**src/rtl/mdio_pkg.sv**
```systemverilog
package mdio_pkg;

    localparam int          FIELD_W  = 5;
    localparam logic [1:0]  OP_READ  = 2'b10;
    localparam logic [1:0]  OP_WRITE = 2'b01;
    localparam logic [4:0]  PAGE_ADDR = 5'd31;

    typedef enum logic [3:0] {
        S_IDLE,
        S_START,
        S_OP,
        S_PHY,
        S_REG,
        S_TA,
        S_RDATA,
        S_WDATA,
        S_SKIP
    } mdio_state_e;

endpackage

```
**src/rtl/mdc_edge_sync.sv**
```systemverilog
module mdc_edge_sync #(
    parameter int SYNC_STAGES = 2
) (
    input  logic clk,
    input  logic rst_n,
    input  logic mdc_i,
    input  logic mdio_i,
    output logic rise_o,
    output logic fall_o,
    output logic bit_o
);

    logic [SYNC_STAGES-1:0] mdc_q;
    logic [SYNC_STAGES-1:0] dat_q;
    logic                   mdc_prev;

    // both lines pass the same number of stages so a sampled bit lines up with its edge
    always_ff @(posedge clk) begin
        if (!rst_n) begin
            mdc_q    <= '0;
            dat_q    <= '1;
            mdc_prev <= 1'b0;
        end else begin
            mdc_q    <= {mdc_q[SYNC_STAGES-2:0], mdc_i};
            dat_q    <= {dat_q[SYNC_STAGES-2:0], mdio_i};
            mdc_prev <= mdc_q[SYNC_STAGES-1];
        end
    end

    assign rise_o = mdc_q[SYNC_STAGES-1] & ~mdc_prev;
    assign fall_o = ~mdc_q[SYNC_STAGES-1] & mdc_prev;
    assign bit_o  = dat_q[SYNC_STAGES-1];

endmodule

```
**src/rtl/mdio_frame_fsm.sv**
```systemverilog
module mdio_frame_fsm
    import mdio_pkg::*;
#(
    parameter int DATA_W = 16
) (
    input  logic               clk,
    input  logic               rst_n,
    input  logic               rise_i,
    input  logic               fall_i,
    input  logic               bit_i,
    input  logic [FIELD_W-1:0] phy_addr_i,
    input  logic [DATA_W-1:0]  rd_data_i,
    output logic               wr_en_o,
    output logic [FIELD_W-1:0] addr_o,
    output logic [DATA_W-1:0]  wr_data_o,
    output logic               oe_o,
    output logic               dout_o,
    output mdio_state_e        state_o,
    output logic [FIELD_W-1:0] phy_o,
    output logic [1:0]         op_o
);

    localparam int CNT_W     = 5;
    localparam int SKIP_BITS = DATA_W + 2;

    mdio_state_e        st, st_n;
    logic [CNT_W-1:0]   cnt;
    logic [DATA_W-1:0]  sh_q;
    logic [1:0]         op_q;
    logic [FIELD_W-1:0] phy_q;
    logic [FIELD_W-1:0] reg_q;
    logic               is_rd;
    logic               valid_hit;

    assign is_rd     = (op_q == OP_READ);
    assign valid_hit = (phy_q == phy_addr_i) && (op_q == OP_READ || op_q == OP_WRITE);

    always_comb begin
        st_n = st;
        if (rise_i) begin
            unique case (st)
                S_IDLE:  if (!bit_i) st_n = S_START;
                S_START: if (bit_i)  st_n = S_OP;
                S_OP:    if (cnt == CNT_W'(1)) st_n = S_PHY;
                S_PHY:   if (cnt == CNT_W'(FIELD_W-1)) st_n = S_REG;
                S_REG:   if (cnt == CNT_W'(FIELD_W-1)) st_n = valid_hit ? S_TA : S_SKIP;
                S_TA:    if (cnt == CNT_W'(1)) st_n = is_rd ? S_RDATA : S_WDATA;
                S_RDATA,
                S_WDATA: if (cnt == CNT_W'(DATA_W-1)) st_n = S_IDLE;
                S_SKIP:  if (cnt == CNT_W'(SKIP_BITS-1)) st_n = S_IDLE;
                default: st_n = S_IDLE;
            endcase
        end
    end

    // state register
    always_ff @(posedge clk) begin
        if (!rst_n) st <= S_IDLE;
        else        st <= st_n;
    end

    // field capture and bit counting on sampled edges
    always_ff @(posedge clk) begin
        if (!rst_n) begin
            cnt       <= '0;
            sh_q      <= '0;
            op_q      <= '0;
            phy_q     <= '0;
            reg_q     <= '0;
            wr_en_o   <= 1'b0;
            wr_data_o <= '0;
        end else begin
            wr_en_o <= 1'b0;
            if (rise_i) begin
                cnt <= (st_n != st) ? '0 : cnt + CNT_W'(1);
                unique case (st)
                    S_OP: begin
                        sh_q <= {sh_q[DATA_W-2:0], bit_i};
                        if (cnt == CNT_W'(1)) op_q <= {sh_q[0], bit_i};
                    end
                    S_PHY: begin
                        sh_q <= {sh_q[DATA_W-2:0], bit_i};
                        if (cnt == CNT_W'(FIELD_W-1)) phy_q <= {sh_q[FIELD_W-2:0], bit_i};
                    end
                    S_REG: begin
                        sh_q <= {sh_q[DATA_W-2:0], bit_i};
                        if (cnt == CNT_W'(FIELD_W-1)) reg_q <= {sh_q[FIELD_W-2:0], bit_i};
                    end
                    S_TA: begin
                        if (cnt == CNT_W'(1) && is_rd) sh_q <= rd_data_i;
                    end
                    S_RDATA: sh_q <= {sh_q[DATA_W-2:0], 1'b0};
                    S_WDATA: begin
                        sh_q <= {sh_q[DATA_W-2:0], bit_i};
                        if (cnt == CNT_W'(DATA_W-1)) begin
                            wr_en_o   <= 1'b1;
                            wr_data_o <= {sh_q[DATA_W-2:0], bit_i};
                        end
                    end
                    default: ;
                endcase
            end
        end
    end

    // line outputs change on falling edges only
    always_ff @(posedge clk) begin
        if (!rst_n) begin
            oe_o   <= 1'b0;
            dout_o <= 1'b0;
        end else if (fall_i) begin
            oe_o   <= (st == S_TA && cnt == CNT_W'(1) && is_rd) || (st == S_RDATA);
            dout_o <= (st == S_RDATA) ? sh_q[DATA_W-1] : 1'b0;
        end
    end

    assign addr_o  = reg_q;
    assign state_o = st;
    assign phy_o   = phy_q;
    assign op_o    = op_q;

endmodule

```
**src/rtl/mdio_page_bank.sv**
```systemverilog
module mdio_page_bank
    import mdio_pkg::*;
#(
    parameter int DATA_W    = 16,
    parameter int NUM_PAGES = 4
) (
    input  logic               clk,
    input  logic               rst_n,
    input  logic               wr_en_i,
    input  logic [FIELD_W-1:0] addr_i,
    input  logic [DATA_W-1:0]  wr_data_i,
    output logic [DATA_W-1:0]  rd_data_o,
    output logic [DATA_W-1:0]  page_o
);

    localparam int PAGE_W  = (NUM_PAGES > 1) ? $clog2(NUM_PAGES) : 1;
    localparam int DEPTH   = 1 << FIELD_W;

    logic [DATA_W-1:0] page_q;
    logic [PAGE_W-1:0] page_sel;
    logic [DATA_W-1:0] pg_rd [NUM_PAGES];
    logic              hit_page_reg;

    assign page_sel     = page_q[PAGE_W-1:0];
    assign hit_page_reg = (addr_i == PAGE_ADDR);

    always_ff @(posedge clk) begin
        if (!rst_n)                        page_q <= '0;
        else if (wr_en_i && hit_page_reg)  page_q <= wr_data_i;
    end

    for (genvar p = 0; p < NUM_PAGES; p++) begin : g_page
        logic [DATA_W-1:0] mem [DEPTH];

        always_ff @(posedge clk) begin
            if (!rst_n) begin
                for (int i = 0; i < DEPTH; i++) mem[i] <= '0;
            end else if (wr_en_i && !hit_page_reg && page_sel == PAGE_W'(p)) begin
                mem[addr_i] <= wr_data_i;
            end
        end

        assign pg_rd[p] = mem[addr_i];
    end

    assign rd_data_o = hit_page_reg ? page_q : pg_rd[page_sel];
    assign page_o    = page_q;

endmodule

```
**src/rtl/mdio_paged_slave.sv**
```systemverilog
module mdio_paged_slave
    import mdio_pkg::*;
#(
    parameter int DATA_W      = 16,
    parameter int NUM_PAGES   = 4,
    parameter int SYNC_STAGES = 2
) (
    input  logic       clk,
    input  logic       rst_n,
    input  logic       mdc_i,
    input  logic       mdio_i,
    input  logic [4:0] phy_addr_i,
    output logic       mdio_oe_o,
    output logic       mdio_o
);

    logic               mdc_rise, mdc_fall, bit_s;
    logic               wr_en;
    logic [FIELD_W-1:0] wr_addr;
    logic [DATA_W-1:0]  wr_data, rd_data, page_q;
    mdio_state_e        st;
    logic [FIELD_W-1:0] fr_phy;
    logic [1:0]         fr_op;

    mdc_edge_sync #(.SYNC_STAGES(SYNC_STAGES)) u_sync (
        .clk    (clk),
        .rst_n  (rst_n),
        .mdc_i  (mdc_i),
        .mdio_i (mdio_i),
        .rise_o (mdc_rise),
        .fall_o (mdc_fall),
        .bit_o  (bit_s)
    );

    mdio_frame_fsm #(.DATA_W(DATA_W)) u_fsm (
        .clk        (clk),
        .rst_n      (rst_n),
        .rise_i     (mdc_rise),
        .fall_i     (mdc_fall),
        .bit_i      (bit_s),
        .phy_addr_i (phy_addr_i),
        .rd_data_i  (rd_data),
        .wr_en_o    (wr_en),
        .addr_o     (wr_addr),
        .wr_data_o  (wr_data),
        .oe_o       (mdio_oe_o),
        .dout_o     (mdio_o),
        .state_o    (st),
        .phy_o      (fr_phy),
        .op_o       (fr_op)
    );

    mdio_page_bank #(.DATA_W(DATA_W), .NUM_PAGES(NUM_PAGES)) u_bank (
        .clk       (clk),
        .rst_n     (rst_n),
        .wr_en_i   (wr_en),
        .addr_i    (wr_addr),
        .wr_data_i (wr_data),
        .rd_data_o (rd_data),
        .page_o    (page_q)
    );

endmodule

```
**config.mk**
```make
export PLATFORM = sky130hd
export DESIGN_NAME = mdio_paged_slave
export DESIGN_NICKNAME = d
export VERILOG_FILES = /design/src/rtl/mdio_pkg.sv /design/src/rtl/mdc_edge_sync.sv /design/src/rtl/mdio_frame_fsm.sv /design/src/rtl/mdio_page_bank.sv /design/src/rtl/mdio_paged_slave.sv
export SDC_FILE = /design/constraint.sdc
export NUM_CORES = 2
export LEC_CHECK = 0
export BUFFER_PORTS_ARGS = -buffer_cell sky130_fd_sc_hd__buf_4
export CAP_MARGIN = 30
export CORE_MARGIN = 5
export CORE_UTILIZATION = 29
export CTS_BUF_LIST = sky130_fd_sc_hd__clkbuf_4
export CTS_CLUSTER_SIZE = 24
export DETAILED_ROUTE_END_ITERATION = 6
export PLACE_DENSITY = 0.53
export SKIP_CTS_REPAIR_TIMING = 1
export SLEW_MARGIN = 40
export SYNTH_ARGS = -nofsm -noshare
export SYNTH_HDL_FRONTEND = slang
export SYNTH_SLANG_ARGS = --single-unit
```
**constraint.sdc**
```tcl
create_clock -name clk -period 10.5 [get_ports clk]
set_clock_uncertainty 0.05 [all_clocks]
set_input_delay 3.15 -clock clk [delete_from_list [all_inputs] [get_ports clk]]
set_output_delay 3.15 -clock clk [all_outputs]
set_load 0.01 [all_outputs]
```
[Word level (Yosys, flattened, before mapping)]
Memory sizes are Yosys's and may differ from the RTL's. A register that Yosys moved wholly into a read port is not among the register bits.
Index checks and enable logic that the tools add are counted.
Word-level totals
  bits of input ports: 9
  word-level logic and storage cells: 128
  bits in registers: 77
  memory bits (writable): 2048
  memories: 4
Cells by class
  equal/unequal tests: 21
  bitwise operators: 5
  magnitude comparators: 1
  reductions and logical operators: 28
  muxes and demuxes: 54
  add/sub/neg operators: 1
Memory list
  u_bank.g_page[0].mem: depth 32, bits a word 16, rd ports 1, clocked after memory_dff 1, wr ports 32, RTL line mdio_page_bank.sv:33  | logic [DATA_W-1:0] mem [DEPTH];
  u_bank.g_page[1].mem: depth 32, bits a word 16, rd ports 1, clocked after memory_dff 1, wr ports 32, RTL line mdio_page_bank.sv:33
  u_bank.g_page[2].mem: depth 32, bits a word 16, rd ports 1, clocked after memory_dff 1, wr ports 32, RTL line mdio_page_bank.sv:33
  u_bank.g_page[3].mem: depth 32, bits a word 16, rd ports 1, clocked after memory_dff 1, wr ports 32, RTL line mdio_page_bank.sv:33
Operators by type and width (count)
  $mux W16: 8
  $mux W5: 13
  $reduce_or A16 Y1: 4
  $pmux W16 S3: 1
  $mux W4: 10
  $bmux W16 S2: 1
  $pmux W4 S8: 1
  $mux W1: 20
  $reduce_and A3 Y1: 6
  $eq A4 B3 Y1 const B: 4
  $eq A5 B5 Y1 const B: 2
  $logic_and A1 B1 Y1: 10
  $eq A4 B2 Y1 const B: 2
  $eq A2 B2 Y1 const B: 3
  $add A5 B1 Y5 const B: 1
  $eq A5 B1 Y1 const B: 1
  $eq A5 B3 Y1 const B: 1
  $eq A5 B4 Y1 const B: 1
  $eq A5 B5 Y1: 1
  $eq A2 B1 Y1 const B: 2
  $eq A4 B1 Y1 const B: 1
  $eq A4 B4 Y1 const B: 1
  $logic_not A4 Y1: 1
  $ne A4 B4 Y1: 1
  11 further kinds: 14

[Logic depth before layout (Yosys ltp)]
  depth after elaboration: 9
  mapped depth: 13
  depth with buffers taken out: 9

[Hierarchy]
From an unflattened synthesis, not the netlist that was laid out.
Second synthesis, totals
  cell total of the unflattened synthesis: 7100
  area, all modules: 96900.4 um2
By module, submodules not included
  mdio_page_bank: cells each 6773, area an instance 94042.7 um2, times used 1
  mdio_frame_fsm: cells each 315, area an instance 2713.9 um2, times used 1
  mdc_edge_sync: cells each 12, area an instance 143.9 um2, times used 1

[Worst setup path before layout]
No wires, ideal clock.
  path kind: input to register
  start: input port rst_n
  end: memory u_bank.g_page[3].mem[0][0], enable pin
  stages: 7
  buffers on the path: 4
  setup time: 411 ps
  required time: 10039 ps
  arrival time: 5466 ps
  path slack: 4573 ps
  cells stage by stage: clkbuf_1 -> and3_1 -> clkbuf_1 -> nand3_1 -> buf_2 -> clkbuf_1 -> o21ai_0
RTL lines
  start: declaration: RTL line mdio_paged_slave.sv:9  | input logic rst_n,
  end: declaration: RTL line mdio_page_bank.sv:33

==> results.yml <==
outcome:
  outcome: "finished, violations left"
  violations: "design-rule violations"
yosys:
  async_flop_share_pct: 0
  yosysTopAreaCell: "edfxtp_1"
  synth.distinct_cells: 86
  seq_area_frac_synth_pct: 64.9
  synth_edf_count: 2048
  synth_area_sq_mm: 0.0973
  yosys_warnings: 0
  syn_avg_cell_area_sq_um: 14.8
  synth_cells: 6567
  synth_commonest_cells: "edfxtp_1 (2048), and2_1 (1993), clkbuf_1 (460)"
  ys_seq_elements: 2130
  synthTopCellsByArea: "edfxtp_1 (63%), and2_1 (13%), mux4_2 (11%)"
  synth_top_area_share_pct: 63.2
  ys.flop_type: "edfxtp_1"
  yosys.cell_count.top_type: "edfxtp_1"
global_routing:
  grtUsageTotal_pct: 19.0
  grt_pass1_wl_mm: 470
  antenna_found_initial: 30
  grt_pass1_vias: 59600
  grt_max_degree: 101
  grt_overflow_total: 0
routing:
  vias: 60000
  drtIter0Drc: 7763
  wl_per_cell_microns: 29.2
  ant_nets: 0
  drt-pass1-iter-count: 7
  viasPerCell: 5.16
  wl_mm: 340
  drc: 1
worst_hold_path:
  hold_path_class: "reg -> reg"
floorplanning:
  pin_count: 11
  dieHeight_microns: 589
  start_util_pct: 29.1
  dieArea_sq_mm: 0.347
  coreArea_sq_mm: 0.334
  rows: 212
  die_w_microns: 589
power_and_ir_drop:
  p_leak_nw: 37.9
  peakVddDrop_v: 0.0000737
  power.density_mw_per_mm2: 160
placed_design:
  dp_hpwl_mm: 213
  gp_congestion: 0.951
  io_buffers: 10
cts:
  clockRootBuffer: "clkbuf_4"
  cts.clk_slew.worst_paths_ns: 0.06
  cts_made_buffers: 585
  clock_latency_ns: 1.37
  cts_num_sinks: 2130
  cts_tree: "done"
  htreeDepth: 6
  clk_path_buf_depth: 4
cells_and_area:
  layout-drive-gt1-share_pct: 26.1
  regArea_sq_mm: 0.0632
  final_nets: 6846
  fin_util_pct: 33.4
  multiInputGateArea_sq_mm: 0.0331
  n_fill_cell: 32300
  area_growth_pct: 14.6
worst_setup_path:
  cp.arrival_ns: 6.32
  startpoint_type: "input port"
  path_max_fanout: 38
  required_ns: 11.57
  critPathKind: "in -> reg"
  end_kind: "register"
timing:
  hold_viol_final: 0
  setup-tns-final_ns: 0
  setup_viol: 0
  tightest_slew_ns: 1.07
  relSlewSlack_pct: 28.4
  min_period_ns: 5.25
  drv_slew: 0
  fmax_ghz: 0.191
  rsz0062_at_grt: "no"
  timing.final.crit_share_pct: 50.0
job:
  cap_violations: 0
## path summary, 6_finish.rpt
check        slack [ns]                                       end                        from  cells after the start
max reg2reg        5.75                u_fsm.sh_q[9]$_SDFFE_PN0P_                    register                      8
min reg2reg        0.36                u_sync.dat_q[1]$_SDFF_PN1_  u_sync.dat_q[0]$_SDFF_PN1_                      1
min                0.36                u_sync.dat_q[1]$_SDFF_PN1_  u_sync.dat_q[0]$_SDFF_PN1_                      1
max                5.25  u_bank.g_page[2].mem[7][5]$_SDFFCE_PN0P_                       rst_n                      7
## logic make-up after synthesis
family	after synthesis	share of synthesized area [%]
compound gates	505	3.45
xor+xnor	9	0.0810
fa+ha+maj	5	0.0643
buf+inv	636	2.94
flops	2130	64.9
mux	658	12.7
other cells	1	0.00385
simple gates	2623	15.9
## layout by cell type (no fill, tap or decap), types with 64 or more instances in the layout
cell type	synthesis	routed
mux4_2	454	454
o21ai_4	0	91
nand3_1	102	92
a22oi_1	98	98
clkinv_1	1	83
mux2i_1	183	182
edfxtp_1	2048	2048
nor2_1	199	125
conb_1	1	64
nand2_1	166	152
nor2_2	1	64
clkbuf_4	0	852
buf_4	38	192
and2_1	1993	1991
## worst max-delay path, stage by stage
cell     delay [ns]
buf_8          0.35
buf_12         0.31
and3_1         0.42
nand2_4        0.42
buf_4          0.52
nor2_2         0.73
and2_1         0.22
## flip-flops by register name, summed over array words and instances (netlist names), 2 cells and up, named ones only
name               flops
u_fsm.phy_o            5
u_fsm.addr_o           5
u_fsm.sh_q            16
u_sync.dat_q           2
u_fsm.cnt              5
u_fsm.op_o             2
u_bank.g_page.mem   2048
u_fsm.wr_data_o       16
u_bank.page_o         16
u_sync.mdc_q           2
u_fsm.state_o          4
## power by group
part | leakage [nW] | total, W | switching, W | internal, W
combinational | 12.1 | 0.000486 | 0.000344 | 0.000143
sequential | 21.4 | 0.00969 | 0.0000951 | 0.00959
clock | 4.36 | 0.00766 | 0.00368 | 0.00398
## routing by layer
metal	GRT usage [%]	share of wire [%]	up-vias
met1	25.1	40	31200
met5	0	0.015	-
li1	-	-	25100
met3	5.12	9.4	676
met4	9.45	5.3	6
met2	28.8	45	3111
## metrics by stage
step / total power, W / instances / cell area [sq um] / hold slack (ns) / worst slack (ns)
floorplan: 0.0101 / 6630 / 97500 / 0.336 / 4.57
global placement: 0.0103 / 10600 / 102000 / 0.352 / 3.86
detailed placement: 0.0104 / 10600 / 104000 / 0.348 / 3.88
CTS: 0.0180 / 11600 / 111000 / 0.362 / 5.29
global route: 0.0185 / 11600 / 111000 / 0.381 / 5.27
finish: 0.0178 / 11600 / 112000 / 0.364 / 5.25
## final cells by class
| type | count | area share [%] |
|---|---|---|
| Antenna cell | 19 | 0.0426 |
| Multi-Input combinational cell | 3864 | 29.7 |
| Clock buffer | 852 | 5.74 |
| Sequential cell | 2130 | 56.7 |
| Tap cell | 4387 | 4.92 |
| Inverter | 17 | 0.0583 |
| Timing Repair Buffer | 234 | 1.96 |
| Clock inverter | 144 | 0.893 |
(Power assumes the default switching activity.)
